==> src/rtl/cpm_pkg.sv <==
// Shared constants and the state encoding of the count-parity matrix decoder.
// Assumes: nothing beyond IEEE 1800-2017.
package cpm_pkg;
    localparam int DEF_DATA_ROWS  = 7;
    localparam int DEF_DATA_COLS  = 15;
    localparam int DEF_MAX_PASSES = 7;

    typedef enum logic [1:0] {
        ST_IDLE = 2'd0,
        ST_SCAN = 2'd1,
        ST_DONE = 2'd2
    } dec_state_e;
endpackage

==> src/rtl/cpm_syndrome.sv <==
// Computes the failing-column set, the failing-row set and the signed
// per-row difference (stored count minus counted ones) of a full matrix.
// Assumes: rows packed LSB-first, data field in the low DATA_COLS bits of a
// row and the count field above it; the last row holds column parity only.
module cpm_syndrome #(
    parameter int DATA_ROWS = 7,
    parameter int DATA_COLS = 15,
    localparam int CNT_W  = $clog2(DATA_COLS + 1),
    localparam int ROW_W  = DATA_COLS + CNT_W,
    localparam int MAT_W  = (DATA_ROWS + 1) * ROW_W,
    localparam int DIFF_W = CNT_W + 1
) (
    input  logic [MAT_W-1:0]            mat_i,
    output logic [ROW_W-1:0]            col_err_o,
    output logic [DATA_ROWS-1:0]        row_err_o,
    output logic [DATA_ROWS*DIFF_W-1:0] diff_o
);
    // Column parity across all rows, parity row included.
    for (genvar c = 0; c < ROW_W; c++) begin : g_col
        always_comb begin
            col_err_o[c] = 1'b0;
            for (int r = 0; r <= DATA_ROWS; r++) begin
                col_err_o[c] = col_err_o[c] ^ mat_i[r*ROW_W + c];
            end
        end
    end

    // Per data row: count ones, subtract from stored count.
    for (genvar r = 0; r < DATA_ROWS; r++) begin : g_row
        logic [CNT_W-1:0]         ones;
        logic [CNT_W-1:0]         stored;
        logic signed [DIFF_W-1:0] diff;

        always_comb begin
            ones = '0;
            for (int c = 0; c < DATA_COLS; c++) begin
                ones = ones + CNT_W'(mat_i[r*ROW_W + c]);
            end
        end

        assign stored = mat_i[r*ROW_W + DATA_COLS +: CNT_W];
        assign diff   = $signed({1'b0, stored}) - $signed({1'b0, ones});
        assign diff_o[r*DIFF_W +: DIFF_W] = diff;
        assign row_err_o[r] = (diff != '0);
    end
endmodule

==> src/rtl/cpm_row_fix.sv <==
// Match-and-invert decision for one failing row: finds data bits in failing
// columns whose value points the way the sign of the difference demands and
// reports a fix when their number equals the magnitude of the difference.
// Assumes: diff_i is the row's signed difference, cand_i the failing data columns.
module cpm_row_fix #(
    parameter int DATA_COLS = 15,
    parameter int DIFF_W    = 5
) (
    input  logic [DATA_COLS-1:0]     data_i,
    input  logic signed [DIFF_W-1:0] diff_i,
    input  logic [DATA_COLS-1:0]     cand_i,
    output logic                     hit_o,
    output logic [DATA_COLS-1:0]     flip_o
);
    logic                 neg;
    logic [DATA_COLS-1:0] match;
    logic [DIFF_W-1:0]    n_match;
    logic [DIFF_W-1:0]    mag;

    // Matches: zeros for a positive difference, ones for a negative one.
    assign neg   = diff_i[DIFF_W-1];
    assign match = cand_i & (neg ? data_i : ~data_i);

    // Population count of the matches.
    always_comb begin
        n_match = '0;
        for (int c = 0; c < DATA_COLS; c++) begin
            n_match = n_match + DIFF_W'(match[c]);
        end
    end

    assign mag    = neg ? DIFF_W'(-diff_i) : DIFF_W'(diff_i);
    assign hit_o  = (diff_i != '0) && (n_match == mag);
    assign flip_o = hit_o ? match : '0;
endmodule

==> src/rtl/cpm_decoder.sv <==
// Iterative count-parity matrix decoder. Captures a full matrix on a
// valid/ready handshake, records failing columns and rows, then scans the data
// rows one per clock in passes, inverting bits per the match rule, until a
// pass makes no change or MAX_PASSES passes have run. Presents the data for
// one cycle with accept or retransmit-request.
// Assumes: in_valid is only acted upon while in_ready is high.
module cpm_decoder
    import cpm_pkg::*;
#(
    parameter int DATA_ROWS  = DEF_DATA_ROWS,
    parameter int DATA_COLS  = DEF_DATA_COLS,
    parameter int MAX_PASSES = DEF_MAX_PASSES,
    localparam int CNT_W  = $clog2(DATA_COLS + 1),
    localparam int ROW_W  = DATA_COLS + CNT_W,
    localparam int MAT_W  = (DATA_ROWS + 1) * ROW_W,
    localparam int OUT_W  = DATA_ROWS * DATA_COLS,
    localparam int DIFF_W = CNT_W + 1,
    localparam int IDX_W  = (DATA_ROWS > 1) ? $clog2(DATA_ROWS) : 1,
    localparam int PASS_W = $clog2(MAX_PASSES + 1)
) (
    input  logic             clk,
    input  logic             rst_n,
    input  logic             in_valid,
    output logic             in_ready,
    input  logic [MAT_W-1:0] in_rows,
    output logic             out_valid,
    output logic [OUT_W-1:0] out_data,
    output logic             out_accept,
    output logic             out_retx
);
    dec_state_e               state_q;
    logic [DATA_COLS-1:0]     data_q [DATA_ROWS];
    logic signed [DIFF_W-1:0] diff_q [DATA_ROWS];
    logic [ROW_W-1:0]         col_q;
    logic [DATA_ROWS-1:0]     row_q;
    logic [IDX_W-1:0]         idx_q;
    logic [PASS_W-1:0]        pass_q;
    logic                     changed_q;

    logic [ROW_W-1:0]            syn_col;
    logic [DATA_ROWS-1:0]        syn_row;
    logic [DATA_ROWS*DIFF_W-1:0] syn_diff;
    logic                        fix_hit;
    logic [DATA_COLS-1:0]        fix_flip;
    logic                        fix_en;
    logic                        pass_chg;
    logic                        last_row;
    logic                        take;

    // Syndrome of the incoming matrix, latched on the handshake.
    cpm_syndrome #(.DATA_ROWS(DATA_ROWS), .DATA_COLS(DATA_COLS)) i_syn (
        .mat_i     (in_rows),
        .col_err_o (syn_col),
        .row_err_o (syn_row),
        .diff_o    (syn_diff)
    );

    // Match-and-invert decision for the row under the scan pointer.
    cpm_row_fix #(.DATA_COLS(DATA_COLS), .DIFF_W(DIFF_W)) i_fix (
        .data_i (data_q[idx_q]),
        .diff_i (diff_q[idx_q]),
        .cand_i (col_q[DATA_COLS-1:0]),
        .hit_o  (fix_hit),
        .flip_o (fix_flip)
    );

    // Scan control terms.
    assign take     = in_valid && in_ready;
    assign fix_en   = (state_q == ST_SCAN) && row_q[idx_q] && fix_hit;
    assign pass_chg = changed_q || fix_en;
    assign last_row = (idx_q == IDX_W'(DATA_ROWS - 1));

    // Sequencer: capture, scan rows in passes, present result.
    always_ff @(posedge clk) begin
        if (!rst_n) begin
            state_q   <= ST_IDLE;
            col_q     <= '0;
            row_q     <= '0;
            idx_q     <= '0;
            pass_q    <= '0;
            changed_q <= 1'b0;
        end else begin
            case (state_q)
                ST_IDLE: if (take) begin
                    state_q   <= ST_SCAN;
                    col_q     <= syn_col;
                    row_q     <= syn_row;
                    idx_q     <= '0;
                    pass_q    <= '0;
                    changed_q <= 1'b0;
                end
                ST_SCAN: begin
                    if (fix_en) begin
                        col_q[DATA_COLS-1:0] <= col_q[DATA_COLS-1:0] & ~fix_flip;
                        row_q[idx_q]         <= 1'b0;
                    end
                    if (last_row) begin
                        idx_q     <= '0;
                        changed_q <= 1'b0;
                        if (!pass_chg || pass_q == PASS_W'(MAX_PASSES - 1)) begin
                            state_q <= ST_DONE;
                        end else begin
                            pass_q <= pass_q + 1'b1;
                        end
                    end else begin
                        idx_q     <= idx_q + 1'b1;
                        changed_q <= pass_chg;
                    end
                end
                default: state_q <= ST_IDLE;
            endcase
        end
    end

    // Data matrix storage: loaded on capture, bits inverted on a fix.
    always_ff @(posedge clk) begin
        for (int r = 0; r < DATA_ROWS; r++) begin
            if (state_q == ST_IDLE && take) begin
                data_q[r] <= in_rows[r*ROW_W +: DATA_COLS];
                diff_q[r] <= syn_diff[r*DIFF_W +: DIFF_W];
            end else if (fix_en && idx_q == IDX_W'(r)) begin
                data_q[r] <= data_q[r] ^ fix_flip;
            end
        end
    end

    // Output mapping.
    for (genvar r = 0; r < DATA_ROWS; r++) begin : g_out
        assign out_data[r*DATA_COLS +: DATA_COLS] = data_q[r];
    end

    assign in_ready   = (state_q == ST_IDLE);
    assign out_valid  = (state_q == ST_DONE);
    assign out_accept = out_valid && (row_q == '0) && (col_q == '0);
    assign out_retx   = out_valid && !((row_q == '0) && (col_q == '0));

    // exactly one verdict flag with each result strobe.
    a_r9_flag_exclusive: assert property (@(posedge clk) disable iff (!rst_n)
        out_valid |-> (out_accept ^ out_retx));

    // the result strobe lasts a single cycle.
    a_r9_single_pulse: assert property (@(posedge clk) disable iff (!rst_n)
        out_valid |=> !out_valid);

    // the pass counter never exceeds the pass limit.
    a_r7_pass_bound: assert property (@(posedge clk) disable iff (!rst_n)
        (state_q == ST_SCAN) |-> (pass_q < PASS_W'(MAX_PASSES)));

    // while scanning, rows only ever leave the failing set.
    a_r6_rows_only_clear: assert property (@(posedge clk) disable iff (!rst_n)
        (state_q == ST_SCAN) |=> ((row_q & ~$past(row_q)) == '0));

    // columns only leave the failing set, count columns never do.
    a_r8_cols_only_clear: assert property (@(posedge clk) disable iff (!rst_n)
        (state_q == ST_SCAN) |=> ((col_q & ~$past(col_q)) == '0)
            && (col_q[ROW_W-1:DATA_COLS] == $past(col_q[ROW_W-1:DATA_COLS])));
endmodule

==> config.mk <==
export PLATFORM = sky130hd
export DESIGN_NAME = cpm_decoder
export DESIGN_NICKNAME = d
export VERILOG_FILES = /design/src/rtl/cpm_pkg.sv /design/src/rtl/cpm_syndrome.sv /design/src/rtl/cpm_row_fix.sv /design/src/rtl/cpm_decoder.sv
export SDC_FILE = /design/constraint.sdc
export NUM_CORES = 1
export LEC_CHECK = 0
export BUFFER_PORTS_ARGS = -buffer_cell sky130_fd_sc_hd__buf_2
export CORE_MARGIN = 2
export CORE_UTILIZATION = 35
export DETAILED_ROUTE_END_ITERATION = 6
export GPL_TIMING_DRIVEN = 0
export PLACE_DENSITY = 0.56
export REMOVE_ABC_BUFFERS = 1
export SLEW_MARGIN = 0
export SYNTH_ARGS = -nofsm -noshare
export SYNTH_HDL_FRONTEND = slang
export SYNTH_SLANG_ARGS = --single-unit
==> constraint.sdc <==
create_clock -name clk -period 9.3 [get_ports clk]
set_input_delay 0.93 -clock clk [delete_from_list [all_inputs] [get_ports clk]]
set_output_delay 0.93 -clock clk [all_outputs]
set_load 0.02 [all_outputs]
==> metrics.csv <==
stage,metric,value,unit
global_routing,grt_pass1_vias,11470,
floorplanning,core-area,42890,µm²
timing,setup_ws,0.4567,ns
cells_and_area,antenna_cells,0,
drt,vias,11620,
cells_and_area,stdcell_area,17670,µm²
worst_setup_path,worst-path-max-fanout,41,
power_and_ir_drop,clkPwrFrac,0.155,
place,port_buffers,263,
floorplanning,dieArea,44880,µm²
clock_network,clock_path_buffers,2,
cells_and_area,n_fill_cell,4240,
global_routing,grt_pass1_wl,73770,µm
global_routing,grt_start_max_net_pins,65,
timing,setup_viol,0,
clock_network,cts-root-buf,clkbuf_16,
worst_setup_path,cpMaxStageDelayCell,or4_1,
power_and_ir_drop,vdd_ir_drop_max,0.0001636,V
cells_and_area,multiInputGateArea,9125,µm²
synthesis,synth_xor_area_frac,0.1685,
floorplanning,num_rows,76,
power_and_ir_drop,power.switching,2092,µW
synthesis,synth.mux.area_fraction,0.08117,
floorplanning,die_x,211.9,µm
worst_setup_path,critical_path.top_delay_family,adder cells,
drt,drt_iter0_drc,941,
power_and_ir_drop,internal_power,2551,µW
synthesis,syn_avg_cell_area,10.31,µm²
synthesis,synth_simple_gate_area_share,0.08059,
synthesis,ys_ff_latch,178,
hold_path,min_path_type,flop to flop,
worst_setup_path,arrival,9.05,ns
worst_setup_path,path_cells,nand2b_1 -> o22ai_1 -> a21o_2 -> xor2_1 -> nand2_1 -> inv_1 -> ha_1 -> fa_1 -> inv_1 -> fa_1 -> inv_1 -> fa_1 -> inv_1 -> fa_1 -> inv_1 -> ha_1 -> fa_1 -> xnor2_1 -> xnor2_1 -> o32a_4 -> nor3_4 -> nand2_4 -> or4_1 -> mux2_1,
timing,finalCriticalPeriod,8.843,ns
power_and_ir_drop,p_comb_frac,0.579,
timing,post-route-period-util,0.9509,
synthesis,yosys-top-cells-count,"223 x inv_1, 162 x xor2_1, 140 x edfxtp_1",
worst_setup_path,critPathKind,flop to flop,
synthesis,synth_top_cell_by_area,edfxtp_1,
clock_network,ctsHoldBuffers,0,
cells_and_area,final_nets,2034,
floorplanning,start_util,0.3526,
timing,drv_slew,0,
clock_network,cts.clk_slew.worst_paths,0.08,ns
floorplanning,io_pins,264,
drt,detail_route.vias_per_cell,5.036,
drt,postRouteAntennaNets,0,
clock_network,htree_levels,4,
floorplanning,die_height,211.9,µm
synthesis,synth-adder-area-share,0.1843,
cells_and_area,final-seq-area,4974,µm²
cells_and_area,final_layout_size_suffix_gt1_frac,0.2131,
place,dp_worst_setup_slack,-0.8717,ns
timing,finalHoldViolations,0,
global_routing,antenna_found_initial,0,
power_and_ir_drop,power_frac_seq,0.266,
synthesis,syn_area,15120,µm²
worst_setup_path,worst_path_largest_cell_delay,0.98,ns
synthesis,synth_edf_count,140,
clock_network,cts_sinks,178,
power_and_ir_drop,power_leakage,0.007696,µW
clock_network,cts_tree,done,
place,post_dp_cell_area,17090,µm²
place,place.gp.congestion,0.8900,
timing,fin_worst_hold_slack,0.5082,ns
drt,wl,51670,µm
drt,post_drt_wl_per_cell,22.40,µm
worst_setup_path,start_kind,flop,
synthesis,yosysWarnings,0,
synthesis,synth_top_family_by_area,adder cells,
global_routing,grt_usage,0.2308,
synthesis,ys.flop_type,edfxtp_1,
power_and_ir_drop,p_per_area,262.7,nW/µm²
worst_setup_path,cp.required,9.51,ns
cells_and_area,area_delta_synth_final,16.88,%
flow_run,drv_cap,0,
status,status,"finished, final reports clean",
synthesis,synth.top_cell.area_share,0.2780,
synthesis,async_flop_share,0,
global_routing,overflow,0,
clock_network,cts_buffers,17,
clock_network,clk_latency,0.46,ns
timing,max_slew_margin,0.1784,
synthesis,synth-seq-area-share,0.3283,
worst_setup_path,crit_buf_inv,5,
worst_setup_path,end_kind,flop,
synthesis,ys_top_cells_by_area,"edfxtp_1 28%, fa_1 12%, xor2_1 9.4%",
synthesis,synth.distinct_cells,65,
drt,dr.pass1.iters,7,
drt,drcViolationCount,0,
place,place_hpwl,40570,µm
timing,tightest_slew,1.232,ns
synthesis,synth.most_common_cell,inv_1,
synthesis,synthCells,1467,
timing,rsz0062_at_grt,no,
power_and_ir_drop,p_sw_frac,0.4506,
timing,skew,0.01807,ns
synthesis,synth-compound-area-share,0.08506,
timing,clock.fmax,113.1,MHz
==> sequential cells by signal (all words and copies together) (netlist names), named ones only <==
name / flops
data_q: 105
diff_q: 35
col_q: 19
row_q: 7
idx_q: 3
pass_q: 3
state_q: 2
changed_q: 1
==> final cells by class <==
type                            instances  share of cell area
Multi-Input combinational cell       1016              0.5163
Clock inverter                         13            0.005663
Inverter                              223             0.04736
Timing Repair Buffer                  273             0.08219
Sequential cell                       178              0.2814
Tap cell                              585             0.04141
Clock buffer                           19             0.02570
==> final timing paths <==
kind | startpoint | endpoint | slack [ns] | depth (start not counted)
max | flop | data_q[4][1]$_DFFE_PP_ | 0.46 | 24
min | col_q[15]$_SDFFE_PN0P_ | col_q[15]$_SDFFE_PN0P_ | 0.51 | 1
max reg2reg | flop | data_q[4][1]$_DFFE_PP_ | 0.46 | 24
min reg2reg | col_q[15]$_SDFFE_PN0P_ | col_q[15]$_SDFFE_PN0P_ | 0.51 | 1
==> repair_timing <==
item                                    4_1_cts  5_1_grt
pin swaps                                     0        1
buffers inserted                              0        0
endpoints found under the setup margin       47       48
cloned                                        0        1
gates resized for setup                       5        1
==> per-layer routing <==
metal,vias up,track usage,wire [µm],share of wire
met2,561,0.3681,23870,0.46
li1,5356,-,-,-
met3,67,0.04955,4550,0.088
met5,-,0,0,0
met1,5634,0.3118,21740,0.42
met4,0,0.07552,1511,0.029
==> power by group through the flow <==
stage / sequential (µW) / combinational [µW] / clock (µW)
5_1_grt: 1250 / 2970 / 756
4_1_cts: 1240 / 2650 / 727
2_1_floorplan: 1260 / 1830 / 0
3_5_place_dp: 1250 / 2640 / 0
3_3_place_gp: 1250 / 2560 / 0
6_report: 1240 / 2690 / 720
==> worst register-to-register path, delay by kind of cell, from the launching register on <==
kind / cells / cell delay [ns]
adder cells (fa/ha/maj): 7 / 3.07
flip-flops: 1 / 0.87
XOR/XNOR: 3 / 0.55
AO/OA/AOI/OAI: 3 / 1.27
AND/OR/NAND/NOR: 5 / 1.97
buffers and inverters: 5 / 0.30
multiplexers: 1 / 0.57
==> logic make-up (layout without fill, tap and decap cells) <==
group / Yosys count / after routing
AOI/OAI and AO/OA: 213 / 214
xor gates and xnor gates: 291 / 291
adders and majority gates: 170 / 170
buffers and inverters: 274 / 528
DFF: 178 / 178
muxes: 98 / 98
and+or+nand+nor: 243 / 243
==> layout by cell type (no fill, tap or decap), types with 4 or more instances in the layout <==
cell         n
and2_1       7
dfxtp_1     35
nand4_1      5
a21o_1      24
mux4_2      17
mux2_2       6
or2_2        4
nand2_1     87
xnor2_1    129
inv_1      222
fa_1        88
buf_6        5
a31oi_1     15
o21ai_0     72
buf_2      263
nand4_2      5
nor4_1      13
o211a_1      4
nand3_2      7
nor2b_1      4
clkbuf_16   18
o22ai_1      4
inv_6        5
nand3_1      7
nor2_1      73
ha_1        82
nand2b_1    10
buf_8        4
a21oi_1     69
xor2_1     162
edfxtp_1   140
mux2i_1     69
==> stage by stage <==
step / TNS (ns) / util / total power, µW / cells
after floorplan: -0.2849 / - / 3087 / 1416
after global placement: -568.98 / 0.3945 / 3808 / 2264
after detailed placement: -20.93 / 0.3984 / 3890 / 2274
after CTS: 0 / 0.4117 / 4616 / 2306
after global routing: 0 / 0.4121 / 4981 / 2307
final: 0 / 0.4121 / 4643 / 2307
(Power assumes the default switching activity.)
